===== src/rtl/mot_pkg.sv =====
package mot_pkg;

    typedef enum logic [1:0] {
        DS_AVAIL   = 2'd0,
        DS_LQ_FULL = 2'd1,
        DS_SQ_FULL = 2'd2,
        DS_NO_SLOT = 2'd3
    } disp_status_e;

    typedef struct packed {
        logic is_ld;
        logic is_st;
        logic is_bar;
    } mem_op_t;

    function automatic int unsigned width_for(input int unsigned max_value);
        return (max_value < 2) ? 1 : $clog2(max_value + 1);
    endfunction

endpackage


===== src/rtl/mot_queue_count.sv =====
module mot_queue_count #(
    parameter int unsigned DEPTH = 4,
    localparam int unsigned CW = mot_pkg::width_for(DEPTH)
) (
    input  logic          clk,
    input  logic          rst,
    input  logic          inc,
    input  logic          dec,
    output logic [CW-1:0] count,
    output logic          full
);
    logic [CW-1:0] cnt_q;
    logic          dec_ok;

    assign dec_ok = dec && (cnt_q != '0);
    assign count  = cnt_q;
    assign full   = (cnt_q == CW'(DEPTH));

    always_ff @(posedge clk) begin
        if (rst) cnt_q <= '0;
        else     cnt_q <= cnt_q + CW'(inc) - CW'(dec_ok);
    end

    AST_NO_OVERFLOW: assert property (@(posedge clk) disable iff (rst)
        (inc && !dec_ok) |-> !full);
    AST_EMPTY_HOLDS: assert property (@(posedge clk) disable iff (rst)
        (!inc && cnt_q == '0) |=> cnt_q == '0);

endmodule


===== src/rtl/mot_group_table.sv =====
module mot_group_table #(
    parameter int unsigned NG  = 8,
    parameter int unsigned IW  = 6,
    localparam int unsigned IDW = $clog2(NG),
    localparam int unsigned PW  = mot_pkg::width_for(NG)
) (
    input  logic           clk,
    input  logic           rst,
    input  logic           alloc_en,
    input  logic [IDW-1:0] alloc_id,
    input  logic [NG-1:0]  alloc_pred,
    input  logic           join_en,
    input  logic [IDW-1:0] join_id,
    input  logic           issue_en,
    input  logic [IDW-1:0] issue_id,
    input  logic           exec_en,
    input  logic [IDW-1:0] exec_id,
    output logic [NG-1:0]  slot_valid,
    output logic [NG-1:0]  slot_started,
    output logic [NG-1:0]  slot_ready,
    output logic           free_en,
    output logic [IDW-1:0] free_id
);
    logic [NG-1:0] valid_q;
    logic [NG-1:0] started_q;
    logic [IW-1:0] ninst_q [NG];
    logic [IW-1:0] nexec_q [NG];
    logic [PW-1:0] npred_q [NG];
    logic [NG-1:0] succ_q  [NG];

    logic [NG-1:0] freed_row;
    logic [NG-1:0] free_col;
    logic [NG-1:0] new_col;

    assign free_en  = exec_en && valid_q[exec_id] &&
                      ((nexec_q[exec_id] + IW'(1)) == ninst_q[exec_id]);
    assign free_id  = exec_id;
    assign freed_row = free_en ? succ_q[exec_id] : '0;

    always_comb begin
        free_col = '0;
        new_col  = '0;
        if (free_en)  free_col[exec_id]  = 1'b1;
        if (alloc_en) new_col[alloc_id]  = 1'b1;
    end

    always_ff @(posedge clk) begin
        if (rst) begin
            valid_q   <= '0;
            started_q <= '0;
            for (int i = 0; i < NG; i++) begin
                ninst_q[i] <= '0;
                nexec_q[i] <= '0;
                npred_q[i] <= '0;
                succ_q[i]  <= '0;
            end
        end else begin
            for (int i = 0; i < NG; i++) begin
                if (alloc_en && alloc_id == IDW'(i)) begin
                    valid_q[i]   <= 1'b1;
                    started_q[i] <= 1'b0;
                    ninst_q[i]   <= IW'(1);
                    nexec_q[i]   <= '0;
                    npred_q[i]   <= PW'($countones(alloc_pred));
                    succ_q[i]    <= '0;
                end else if (free_en && free_id == IDW'(i)) begin
                    valid_q[i]   <= 1'b0;
                    started_q[i] <= 1'b0;
                    succ_q[i]    <= '0;
                end else if (valid_q[i]) begin
                    if (join_en && join_id == IDW'(i))
                        ninst_q[i] <= ninst_q[i] + IW'(1);
                    if (exec_en && exec_id == IDW'(i))
                        nexec_q[i] <= nexec_q[i] + IW'(1);
                    if ((issue_en && issue_id == IDW'(i)) || (exec_en && exec_id == IDW'(i)))
                        started_q[i] <= 1'b1;
                    if (freed_row[i] && npred_q[i] != '0)
                        npred_q[i] <= npred_q[i] - PW'(1);
                    succ_q[i] <= (succ_q[i] | (alloc_pred[i] ? new_col : '0)) & ~free_col;
                end
            end
        end
    end

    assign slot_valid   = valid_q;
    assign slot_started = started_q;

    for (genvar g = 0; g < NG; g++) begin : g_ready
        assign slot_ready[g] = valid_q[g] && (npred_q[g] == '0);
    end

    AST_ALLOC_FREE_SLOT: assert property (@(posedge clk) disable iff (rst)
        alloc_en |-> !valid_q[alloc_id]);
    AST_FREE_CLEARS: assert property (@(posedge clk) disable iff (rst)
        free_en |=> !valid_q[$past(free_id)]);
    AST_JOIN_LIVE: assert property (@(posedge clk) disable iff (rst)
        join_en |-> (valid_q[join_id] && !started_q[join_id]));
    AST_NEW_GROUP_NOT_STARTED: assert property (@(posedge clk) disable iff (rst)
        alloc_en |=> !started_q[$past(alloc_id)]);

endmodule


===== src/rtl/mot_dispatch_ctrl.sv =====
module mot_dispatch_ctrl
    import mot_pkg::*;
#(
    parameter int unsigned NG = 8,
    localparam int unsigned IDW = $clog2(NG)
) (
    input  logic           clk,
    input  logic           rst,
    input  logic           op_valid,
    input  mem_op_t        op,
    input  logic           no_alias,
    input  logic           lq_full,
    input  logic           sq_full,
    input  logic [NG-1:0]  slot_valid,
    input  logic [NG-1:0]  slot_started,
    input  logic           free_en,
    input  logic [IDW-1:0] free_id,
    output disp_status_e   status,
    output logic           accept,
    output logic [IDW-1:0] grp_id,
    output logic           alloc_en,
    output logic [IDW-1:0] alloc_id,
    output logic [NG-1:0]  alloc_pred,
    output logic           join_en,
    output logic [IDW-1:0] join_id
);
    logic [IDW-1:0] ptr_ld_q, ptr_st_q, ptr_lb_q, ptr_sb_q, next_q;
    logic           st_newer_q;

    logic [IDW-1:0] p_ld, p_st, p_lb, p_sb, dom;
    logic           st_newer, new_ld_grp, need_slot;

    function automatic logic [NG-1:0] id_bit(input logic [IDW-1:0] id);
        logic [NG-1:0] v;
        v = '0;
        if (id != '0) v[id] = 1'b1;
        return v;
    endfunction

    // Pointers as seen after a release in this cycle
    assign p_ld     = (free_en && ptr_ld_q == free_id) ? '0 : ptr_ld_q;
    assign p_st     = (free_en && ptr_st_q == free_id) ? '0 : ptr_st_q;
    assign p_lb     = (free_en && ptr_lb_q == free_id) ? '0 : ptr_lb_q;
    assign p_sb     = (free_en && ptr_sb_q == free_id) ? '0 : ptr_sb_q;
    assign st_newer = st_newer_q && (p_st != '0);
    assign dom      = (p_ld != '0) ? p_ld : p_lb;

    assign new_ld_grp = op.is_bar || (dom == '0) || (dom == p_lb) ||
                        st_newer || slot_started[dom];
    assign need_slot  = op.is_st || (op.is_ld && new_ld_grp);

    always_comb begin
        if (op.is_ld && lq_full)               status = DS_LQ_FULL;
        else if (op.is_st && sq_full)          status = DS_SQ_FULL;
        else if (need_slot && slot_valid[next_q]) status = DS_NO_SLOT;
        else                                   status = DS_AVAIL;
    end

    assign accept   = op_valid && (op.is_ld || op.is_st) && (status == DS_AVAIL);
    assign alloc_en = accept && need_slot;
    assign alloc_id = next_q;
    assign join_en  = accept && !need_slot;
    assign join_id  = dom;
    assign grp_id   = !accept ? '0 : (need_slot ? next_q : dom);

    always_comb begin
        alloc_pred = '0;
        if (op.is_st) begin
            if (!no_alias) alloc_pred |= id_bit(dom);
            alloc_pred |= id_bit(p_sb);
            if (!no_alias && p_st != p_sb) alloc_pred |= id_bit(p_st);
        end else begin
            if (!no_alias) alloc_pred |= id_bit(p_st);
            if (op.is_bar) alloc_pred |= id_bit(dom);
            else           alloc_pred |= id_bit(p_lb);
        end
    end

    always_ff @(posedge clk) begin
        if (rst) begin
            ptr_ld_q   <= '0;
            ptr_st_q   <= '0;
            ptr_lb_q   <= '0;
            ptr_sb_q   <= '0;
            st_newer_q <= 1'b0;
            next_q     <= IDW'(1);
        end else begin
            ptr_ld_q   <= p_ld;
            ptr_st_q   <= p_st;
            ptr_lb_q   <= p_lb;
            ptr_sb_q   <= p_sb;
            st_newer_q <= st_newer;
            if (alloc_en) begin
                next_q <= (next_q == IDW'(NG - 1)) ? IDW'(1) : next_q + IDW'(1);
                if (op.is_st) begin
                    ptr_st_q   <= next_q;
                    st_newer_q <= 1'b1;
                    if (op.is_bar) ptr_sb_q <= next_q;
                    if (op.is_ld) begin
                        ptr_ld_q <= next_q;
                        if (op.is_bar) ptr_lb_q <= next_q;
                    end
                end else begin
                    ptr_ld_q   <= next_q;
                    st_newer_q <= 1'b0;
                    if (op.is_bar) ptr_lb_q <= next_q;
                end
            end
        end
    end

    AST_GID_NONZERO: assert property (@(posedge clk) disable iff (rst)
        accept |-> grp_id != '0);
    AST_STORE_PTR_FOLLOWS: assert property (@(posedge clk) disable iff (rst)
        (accept && op.is_st) |=> ptr_st_q == $past(grp_id));
    AST_FREED_PTR_CLEARED: assert property (@(posedge clk) disable iff (rst)
        free_en |=> (ptr_ld_q != $past(free_id)) && (ptr_st_q != $past(free_id)) &&
                    (ptr_lb_q != $past(free_id)) && (ptr_sb_q != $past(free_id)));
    AST_PRED_NOT_SELF: assert property (@(posedge clk) disable iff (rst)
        alloc_en |-> !alloc_pred[alloc_id] && !alloc_pred[0]);

endmodule


===== src/rtl/mem_order_tracker.sv =====
module mem_order_tracker
    import mot_pkg::*;
#(
    parameter int unsigned NUM_GROUPS = 8,
    parameter int unsigned LQ_DEPTH   = 4,
    parameter int unsigned SQ_DEPTH   = 4,
    localparam int unsigned IDW = $clog2(NUM_GROUPS),
    localparam int unsigned LQW = width_for(LQ_DEPTH),
    localparam int unsigned SQW = width_for(SQ_DEPTH),
    localparam int unsigned IW  = $clog2(LQ_DEPTH + SQ_DEPTH) + 3
) (
    input  logic                  clk,
    input  logic                  rst,
    input  logic                  no_alias,
    input  logic                  disp_valid,
    input  logic                  disp_load,
    input  logic                  disp_store,
    input  logic                  disp_barrier,
    output logic [1:0]            disp_status,
    output logic                  disp_accept,
    output logic [IDW-1:0]        disp_gid,
    input  logic                  issue_valid,
    input  logic [IDW-1:0]        issue_gid,
    input  logic                  exec_valid,
    input  logic [IDW-1:0]        exec_gid,
    input  logic                  retire_valid,
    input  logic                  retire_load,
    input  logic                  retire_store,
    output logic [NUM_GROUPS-1:0] grp_ready,
    output logic [LQW-1:0]        lq_used,
    output logic [SQW-1:0]        sq_used
);
    mem_op_t         op;
    disp_status_e    status;
    logic            lq_full, sq_full;
    logic [NUM_GROUPS-1:0] slot_valid, slot_started;
    logic            free_en, alloc_en, join_en;
    logic [IDW-1:0]  free_id, alloc_id, join_id;
    logic [NUM_GROUPS-1:0] alloc_pred;

    assign op = '{is_ld: disp_load, is_st: disp_store, is_bar: disp_barrier};
    assign disp_status = status;

    mot_queue_count #(.DEPTH(LQ_DEPTH)) u_lq (
        .clk(clk), .rst(rst),
        .inc(disp_accept && disp_load),
        .dec(retire_valid && retire_load),
        .count(lq_used), .full(lq_full));

    mot_queue_count #(.DEPTH(SQ_DEPTH)) u_sq (
        .clk(clk), .rst(rst),
        .inc(disp_accept && disp_store),
        .dec(retire_valid && retire_store),
        .count(sq_used), .full(sq_full));

    mot_dispatch_ctrl #(.NG(NUM_GROUPS)) u_ctrl (
        .clk(clk), .rst(rst),
        .op_valid(disp_valid), .op(op), .no_alias(no_alias),
        .lq_full(lq_full), .sq_full(sq_full),
        .slot_valid(slot_valid), .slot_started(slot_started),
        .free_en(free_en), .free_id(free_id),
        .status(status), .accept(disp_accept), .grp_id(disp_gid),
        .alloc_en(alloc_en), .alloc_id(alloc_id), .alloc_pred(alloc_pred),
        .join_en(join_en), .join_id(join_id));

    mot_group_table #(.NG(NUM_GROUPS), .IW(IW)) u_tab (
        .clk(clk), .rst(rst),
        .alloc_en(alloc_en), .alloc_id(alloc_id), .alloc_pred(alloc_pred),
        .join_en(join_en), .join_id(join_id),
        .issue_en(issue_valid), .issue_id(issue_gid),
        .exec_en(exec_valid), .exec_id(exec_gid),
        .slot_valid(slot_valid), .slot_started(slot_started),
        .slot_ready(grp_ready),
        .free_en(free_en), .free_id(free_id));

    AST_READY_IMPLIES_LIVE: assert property (@(posedge clk) disable iff (rst)
        (grp_ready & ~slot_valid) == '0);
    AST_NOTHING_WITHOUT_KIND: assert property (@(posedge clk) disable iff (rst)
        (!disp_load && !disp_store) |-> !disp_accept);

endmodule


===== config.mk =====
export PLATFORM = sky130hd
export DESIGN_NAME = mem_order_tracker
export DESIGN_NICKNAME = d
export VERILOG_FILES = /design/src/rtl/mot_pkg.sv /design/src/rtl/mot_queue_count.sv /design/src/rtl/mot_group_table.sv /design/src/rtl/mot_dispatch_ctrl.sv /design/src/rtl/mem_order_tracker.sv
export SDC_FILE = /design/constraint.sdc
export NUM_CORES = 1
export LEC_CHECK = 0
export BUFFER_PORTS_ARGS = -buffer_cell sky130_fd_sc_hd__buf_4
export CORE_UTILIZATION = 30
export CTS_BUF_LIST = sky130_fd_sc_hd__clkbuf_4
export DETAILED_ROUTE_END_ITERATION = 6
export SYNTH_ARGS = -nofsm -noshare
export SYNTH_HDL_FRONTEND = slang
export SYNTH_HIERARCHICAL = 1
export SYNTH_SLANG_ARGS = --single-unit

===== constraint.sdc =====
create_clock -name clk -period 10.5 [get_ports clk]
set_input_delay 1.05 -clock clk [delete_from_list [all_inputs] [get_ports clk]]
set_output_delay 1.05 -clock clk [all_outputs]
set_load 0.03 [all_outputs]

Word level (Yosys, flattened, before mapping)
Memories as Yosys holds them, arrays and structs flattened.
Index checks and enable logic that the tools add are counted.
Operators by class
  bitwise gates (word level): 93
  muxes and demuxes: 402
  equal/unequal tests: 37
  magnitude comparators: 12
  add/sub/neg operators: 37
  reduce and logical (&&, ||, !) cells: 152
Operator list (count)
  two-way mux 8 bit: 53
  two-way mux 1 bit: 269
  two-way mux 6 bit: 32
  adder 6 x 1 -> 6 bit, second input constant: 17
  bitwise OR 8 bit: 12
  logical AND 1 bit: 84
  bitwise OR 1 bit: 72
  bitwise AND 8 bit: 8
  two-way mux 4 bit: 16
  two-way mux 3 bit: 20
  equality test 3 bit, second input constant: 18
  zero test 4 bit: 8
  nonzero test 4 bit: 8
  subtractor 4 x 1 -> 4 bit, second input constant: 8
  equality test 3 x 2 -> 1 bit, second input constant: 8
  less-than comparator 3 x 4 -> 1 bit, second input constant: 6
  OR reduction 3 bit: 8
  nonzero test 3 bit: 7
  demux 1 bit (select 3 bit): 6
  >= comparator 3 x 1 -> 1 bit, second input constant: 6
  AND reduction 2 bit: 8
  nonzero test 2 bit: 8
  equality test 3 bit: 5
  logical OR 1 bit: 14
  other kinds (14): 32
Storage, ports and cells
  RAM bits: 192
  logic and storage cells: 761
  memories kept: 4
  register bits after elaboration: 38
  input bits: 18
  output and inout bits: 20
Memories
  u_tab.succ_q: depth 8, width 8, read ports 9, clocked after memory_dff 0, write ports 8, RTL line mot_group_table.sv:29  | logic [NG-1:0] succ_q [NG];
  u_tab.nexec_q: depth 8, width 6, read ports 9, clocked after memory_dff 0, write ports 8, RTL line mot_group_table.sv:27  | logic [IW-1:0] nexec_q [NG];
  u_tab.ninst_q: depth 8, width 6, read ports 9, clocked after memory_dff 0, write ports 8, RTL line mot_group_table.sv:26  | logic [IW-1:0] ninst_q [NG];
  u_tab.npred_q: depth 8, width 4, read ports 8, clocked after memory_dff 0, write ports 8, RTL line mot_group_table.sv:28  | logic [PW-1:0] npred_q [NG];

Depth between registers and ports, before layout
Gate-level depths: netlist of run 1.
  word-level depth: 30
  depth in mapped cells: 34
  mapped depth without buffers: 28

Hierarchy
The synthesis of run 1 kept the hierarchy.
Modules (own cells, without submodules)
  mot_group_table: area an instance 12468.2 µm², sequential area each 5995.8 µm², cells an instance 1125, instances 1
  mot_dispatch_ctrl: area an instance 1969.4 µm², sequential area each 320.3 µm², cells an instance 234, instances 1
  mot_queue_count at u_sq: area an instance 177.7 µm², sequential area each 60.1 µm², cells an instance 16, instances 1
  mot_queue_count at u_lq: area an instance 170.2 µm², sequential area each 60.1 µm², cells an instance 15, instances 1
  mem_order_tracker: area an instance 25.0 µm², sequential area each 0.0 µm², cells an instance 4, instances 1

Worst setup path before layout of run 1
Ideal clock, no wire load.
  kind: in2reg
  from: in exec_gid[1]
  to: mem u_tab/npred_q[1][14] (netlist bit) (data pin)
  stages: 32
  arrival time: 8.114 ns
  path slack: 2.126 ns
  setup time: 0.260 ns
  path buffers: 5
  path through: buf_4 -> buf_6 -> mux2_2 -> o221ai_1 -> o2bb2a_1 -> ha_1 -> xnor2_1 -> a2111oi_4 -> o21a_1 -> buf_6 -> nand2_4 -> inv_2 -> buf_2 -> buf_4 -> inv_2 -> o41a_1 -> a211oi_2 -> nor3_2 -> nor3b_1 -> a311oi_1 -> o32ai_1 -> fa_1 -> inv_1 -> fa_1 -> fa_1 -> inv_1 -> ha_1 -> inv_1 -> fa_1 -> xor2_1 -> nor2_1 -> mux2_2
RTL lines
  start: declaration: RTL line mem_order_tracker.sv:25  | input logic [IDW-1:0] exec_gid,
  end: declaration: RTL line mot_group_table.sv:28

==> metrics.yaml, run 1 <==
timing:
  hold_viol_final: 0
  maxSlewHeadroom_pct: 18.2
  skew_ps: 46.0
  tns_ps: 0
  maxSlewViolCount: 0
  tightest_slew_ps: 1220
  layout_setup_ws_ps: 1480
  finalCriticalPeriod_ps: 9020
  whs_ps: 517
  setup_viol: 0
  fin_crit_sh_pct: 85.9
  fmax_ghz: 0.111
  rsz0062_at_grt: "no"
grt:
  grt_overflow: 0
  grt_pass1_vias: 11965
  grt_max_degree: 55
  grt_pass1_wl_um: 73400
  antenna_found_initial: 1
  track_usage_pct: 19.3
job:
  drv_cap: 0
setup_path:
  crit_end: "u_tab/npred_q[1][10]"
  crit-reg2reg-launch: "u_tab/nexec_q[7][0]"
  cp_slowest_cell: "buf_4"
  slowest_delay_ps: 600
  cp.arrival_ps: 9510
  start_kind: "primary input"
  crit_path_frequent_cell: "fa_1"
  r2r_end: "u_tab/npred_q[1][10]"
  endpoint_kind: "flip-flop"
  required_ps: 10990
  setup.worst_path.class: "primary input to flip-flop"
  critical_path.startpoint: "exec_gid[1]"
  reg2reg_slack_ps: 2010
  critPathMaxFanout: 52
  r2r_cells: 27
power_and_ir_drop:
  power_switching_w: 0.000854
  irDropWorstVdd_mv: 0.0530
  switching_share_pct: 32.7
  p_per_area_mw_per_mm2: 158
  combPwrFrac_pct: 21.6
  power.share.clock_pct: 34.3
  intPower_w: 0.00176
  power_frac_seq_pct: 44.0
  leakage_nw: 5.74
  finalPower_w: 0.00261
die:
  die_x_um: 224
  core-area_mm2: 0.0481
  num_rows: 80
  fp.dieArea_mm2: 0.0501
  die_y_um: 224
  io_pins: 38
  start_util_pct: 30.7
cells_and_area:
  area_delta_synth_final_pct: 11.8
  drive_gt1_share_pct: 18.3
  final_area_mm2: 0.0165
  final_nets: 1508
drt:
  viasPerCell: 5.73
  drt_wl_total_um: 48700
  drtIter0Drc: 1387
  drt_pre_antenna_iters: 5
  drtAntennaViolNets: 0
  wl_per_cell_um: 22.5
  vias: 12386
  drc_errors: 0
clock_tree:
  clk_latency_ps: 750
  cts_tree: "done"
  path_clk_slew_ps: 60
  cts_sinks: 226
  hold_buffers: 0
  htreeDepth: 3
  clk_path_buf_depth: 3
  cts_buffers: 70
  root_buffer: "clkbuf_4"
  postCtsResizedCells: 0
  post_cts_buffers: 0
logic_synthesis:
  synthCells: 1390
  synthesis.area_mm2: 0.0148
  synth.avg_cell_area_um2: 10.6
  yosysWarnings: 6
  syn_nets: 1448
placed_design:
  dpl_cell_area_mm2: 0.0156
  place_ws_ps: 797
  portBuffers: 37
  gp_congestion: 0.930
  hpwl_um: 34700
outcome:
  status: "finished, final reports clean"
hold_path:
  min_path_type: "flip-flop to flip-flop"
metrics by stage:
stage / cells / utilization, %
global route: 2162 / 34.3
floorplan: 1390 / -
finish: 2162 / 34.3
global placement: 2034 / 32.4
detailed placement: 2034 / 32.4
CTS: 2161 / 34.3
how the worst min path moves through the flow:
stage                                     start               endpoint  slack [ps]  cells after the start
after global placement    u_tab/slot_started[5]  u_tab/slot_started[5]         500                      2
after detailed placement  u_tab/slot_started[5]  u_tab/slot_started[5]         500                      2
after CTS                 u_tab/slot_started[5]  u_tab/slot_started[5]         520                      2
after floorplan           u_tab/slot_started[5]  u_tab/slot_started[5]         480                      2
final                     u_tab/slot_started[5]  u_tab/slot_started[5]         520                      2
after global routing      u_tab/slot_started[3]  u_tab/slot_started[3]         560                      2
registers in the layout, summed over array words and instances, names as in the netlist:
register            cells
u_ctrl/ptr_ld_q         3
u_ctrl/st_newer_q       1
u_tab/npred_q          32
u_ctrl/ptr_sb_q         3
u_ctrl/ptr_lb_q         3
u_lq/count              3
u_ctrl/alloc_id         3
u_tab/slot_valid        8
u_tab/succ_q           61
u_tab/slot_started      7
u_ctrl/ptr_st_q         3
u_tab/ninst_q          48
u_sq/count              3
u_tab/nexec_q          48
layout by cell type (no fill, tap or decap), types with 7 or more instances in the layout:
master      n
a211oi_1   56
a21oi_1    71
and2_1     20
and3_1     12
buf_4      69
clkbuf_4  113
clkinv_1   12
dfxtp_1    37
edfxtp_1  189
ha_1       34
inv_1      66
mux2_2     13
mux2i_1    28
mux4_2     31
nand2_1   100
nand2b_1   15
nand3_1    53
nor2_1     88
nor2b_1    15
nor3_1     59
nor3b_1    15
nor4_1     59
o21a_1      7
o21ai_0    29
o31ai_1    10
o32ai_1    23
or3_1       8
or4_1       7
xnor2_1    63
xor2_1     47
power groups by stage:
stage          clock, W  sequential, W  combinational, W
6_report       0.000898        0.00115          0.000566
5_1_grt        0.000970        0.00116          0.000607
4_1_cts        0.000924        0.00115          0.000559
3_5_place_dp          0        0.00117          0.000556
3_3_place_gp          0        0.00117          0.000548
2_1_floorplan         0        0.00114          0.000388
critical path: cells and delay by family:
| family | cells | cell delay [ps] |
|---|---|---|
| buffers and inverters | 7 | 1470 |
| multiplexers | 1 | 290 |
| adder cells (fa/ha/maj) | 6 | 2250 |
| AO/OA/AOI/OAI | 8 | 2560 |
| XOR/XNOR | 2 | 670 |
| AND/OR/NAND/NOR | 5 | 1180 |
area by class of cell:
type / instances / area [um^2]
clock buffer: 113 / 848
timing repair buffer: 69 / 518
tap: 656 / 821
sequential: 226 / 6420
fill: 4929 / 31600
inverter: 70 / 263
antenna: 1 / 2.50
clock inverter: 14 / 56.3
multi-input combinational: 1013 / 7590
per-layer routing:
layer / wire length, um / GRT usage, % / vias to the layer above
met5: 0 / 0 / -
met3: 4690 / 4.93 / 148
met2: 22500 / 30.3 / 710
met4: 1850 / 8.66 / 0
li1: - / - / 5484
met1: 19600 / 24.9 / 6044
Power figures use the tool's default switching activity.
==> run 2, diff against run 1 <==
Settings changed: CORE_ASPECT_RATIO set to 1.75, PLACE_DENSITY set to 0.45, SKIP_CTS_REPAIR_TIMING set to 1.
==> run 2 against run 1 <==
Against the previous run: count of clock-buffer cells in the layout is 18 lower; global-route usage is 2.8 points higher; fmax is 5.5% higher; sequential share of layout area is 0.14 points higher; largest power group unchanged; critical endpoint is now u_tab/npred_q[1][9]; combinational power is 0.9% higher; setup slack better by 470 ps; first-iteration DRC count is 54% lower; cell count is 0.74% lower; hold slack better by 2.7 ps; highest routed layer unchanged.
==> metrics.yaml, run 2 (synthesis results as in run 1) <==
outcome:
  status: "finished, final reports clean"  # unchanged
drt:
  viasPerCell: 5.61  # was 5.73
  vias: 12038  # was 12386
  drtIter0Drc: 641  # was 1387
  wl_per_cell_um: 25.5  # was 22.5 um
  drtAntennaViolNets: 0  # unchanged
  drt_pre_antenna_iters: 5  # unchanged
  drc_errors: 0  # unchanged
  drt_wl_total_um: 54800  # was 48700 um
setup_path:
  cp_num_buf_inv: 7  # unchanged
  start_kind: "primary input"  # unchanged
  crit_end: "u_tab/npred_q[1][9]"  # was u_tab/npred_q[1][10]
  reg2reg_slack_ps: 2280  # was 2010 ps
  required_ps: 11030  # was 10990 ps
  crit_family: "adder cells"  # was compound AO/OA/AOI/OAI gates
  crit_cells: 27  # was 29
  endpoint_kind: "flip-flop"  # unchanged
  crit_path_frequent_cell: "fa_1"  # unchanged
  cp.arrival_ps: 9080  # was 9510 ps
  critical_path.startpoint: "exec_gid[0]"  # was exec_gid[1]
  critPathMaxFanout: 33  # was 52
  cp_slowest_cell: "fa_1"  # was buf_4
  r2r_end: "u_tab/npred_q[1][9]"  # was u_tab/npred_q[1][10]
  r2r_cells: 26  # was 27
  crit-reg2reg-launch: "u_tab/nexec_q[5][0]"  # was u_tab/nexec_q[7][0]
  slowest_delay_ps: 720  # was 600 ps
  setup.worst_path.class: "primary input to flip-flop"  # unchanged
cells_and_area:
  layout_common_cells: "edfxtp_1 (189), nand2_1 (100), clkbuf_4 (95)"  # was edfxtp_1 (189), clkbuf_4 (113), nand2_1 (100)
  final_common_cell: "edfxtp_1"  # unchanged
  largest_register_ff_count: 61  # unchanged
  largest_register: "u_tab/succ_q"  # unchanged
  largestRegisters: "u_tab/succ_q: 61 flops, u_tab/nexec_q: 48 flops, u_tab/ninst_q: 48 flops"  # unchanged
  area_delta_synth_final_pct: 11.4  # was 11.8%
  drive_gt1_share_pct: 17.8  # was 18.3%
  final_nets: 1506  # was 1508
die:
  core-area_mm2: 0.0486  # was 0.0481 mm^2
  die_y_um: 296  # was 224 um
  start_util_pct: 30.4  # was 30.7%
  die_x_um: 170  # was 224 um
  num_rows: 107  # was 80
  io_pins: 38  # unchanged
  fp.dieArea_mm2: 0.0502  # was 0.0501 mm^2
placed_design:
  portBuffers: 37  # unchanged
  gp_congestion: 0.901  # was 0.930
  hpwl_um: 40900  # was 34700 um
  place_ws_ps: 1140  # was 797 ps
clock_tree:
  root_buffer: "clkbuf_4"  # unchanged
  clk_path_buf_depth: 3  # unchanged
  htreeDepth: 2  # was 3
  cts_sinks: 226  # unchanged
  cts_buffers: 58  # was 70
  path_clk_slew_ps: 80  # was 60 ps
  clk_latency_ps: 800  # was 750 ps
  cts_tree: "done"  # unchanged
timing:
  tightest_slew_ps: 1110  # was 1220 ps
  skew_ps: 80.4  # was 46.0 ps
  setup_viol: 0  # unchanged
  maxSlewHeadroom_pct: 25.5  # was 18.2%
  fmax_ghz: 0.117  # was 0.111 GHz
  rsz0062_at_grt: "no"  # unchanged
  layout_setup_ws_ps: 1950  # was 1480 ps
  fin_crit_sh_pct: 81.4  # was 85.9%
  maxSlewViolCount: 0  # unchanged
  hold_viol_final: 0  # unchanged
  finalCriticalPeriod_ps: 8550  # was 9020 ps
  tns_ps: 0  # unchanged
hold_path:
  hp-start: "u_tab/slot_started[5]"  # unchanged
  min_path_type: "flip-flop to flip-flop"  # unchanged
power_and_ir_drop:
  leakage_nw: 5.70  # was 5.74 nW
  irDropWorstVdd_mv: 0.123  # was 0.0530 mV
  p_per_area_mw_per_mm2: 155  # was 158 mW/mm^2
job:
  drv_cap: 0  # unchanged
grt:
  grt_max_degree: 56  # was 55
  grt_overflow: 0  # unchanged
  grt_pass1_wl_um: 81300  # was 73400 um
  grt_pass1_vias: 12576  # was 11965
  track_usage_pct: 22.1  # was 19.3%
  antenna_found_initial: 1  # unchanged
-- run 2: cell count changes in the layout (fill, tap and decap cells not counted) --
cell,before,now
inv_2,5,3
clkinv_2,0,1
clkinvlp_4,1,0
clkinv_1,12,7
clkbuf_4,113,95
bufinv_16,0,1
buf_4,69,79
-- run 2: where the power goes --
part	leakage, nW	total [W]	internal [W]	switching (W)
combinational	2.97	0.000571	0.000215	0.000356
clock	0.465	0.000819	0.000428	0.000392
sequential	2.26	0.00116	0.00106	0.0000960
total	5.70	0.00255	0.00170	0.000844
-- run 2: worst min path at each step --
stage                                       end  slack, ps  cells past startpoint
after global placement    u_tab/slot_started[5]        520                      2
after CTS                 u_tab/slot_started[5]        520                      2
final                     u_tab/slot_started[5]        520                      2
after floorplan           u_tab/slot_started[5]        480                      2
after detailed placement  u_tab/slot_started[5]        500                      2
after global routing      u_tab/slot_started[5]        570                      2
-- run 2: per-stage QoR --
stage	cell area [um^2]	power (W)	instances	hold WS [ps]	util, %
6_report	16500	0.00255	2146	520	33.9
5_1_grt	16500	0.00267	2146	566	33.9
4_1_cts	16500	0.00257	2145	521	33.9
3_5_place_dp	15700	0.00174	2042	504	32.3
3_3_place_gp	15700	0.00174	2042	516	32.3
2_1_floorplan	14800	0.00153	1390	482	-
-- run 2: cell type report --
type,count,area (um^2)
inverter,70,263
timing repair buffer,79,593
multi-input combinational,1013,7590
antenna,1,2.50
fill,4976,32100
clock buffer,95,713
clock inverter,8,57.6
sequential,226,6420
tap,654,818
-- run 2: tightest hold or removal path, cell delays in order (launching register included) --
cell	delay [ps]
dfxtp_1	320
a21oi_1	110
nor4_1	50
-- run 2: metal layers --
metal	vias to the layer above	wire [um]	global-route usage, %
li1	5457	-	-
met1	5982	19800	23.0
met2	435	28800	41.0
met3	164	2390	2.90
met4	0	3820	14.8
met5	-	0	0
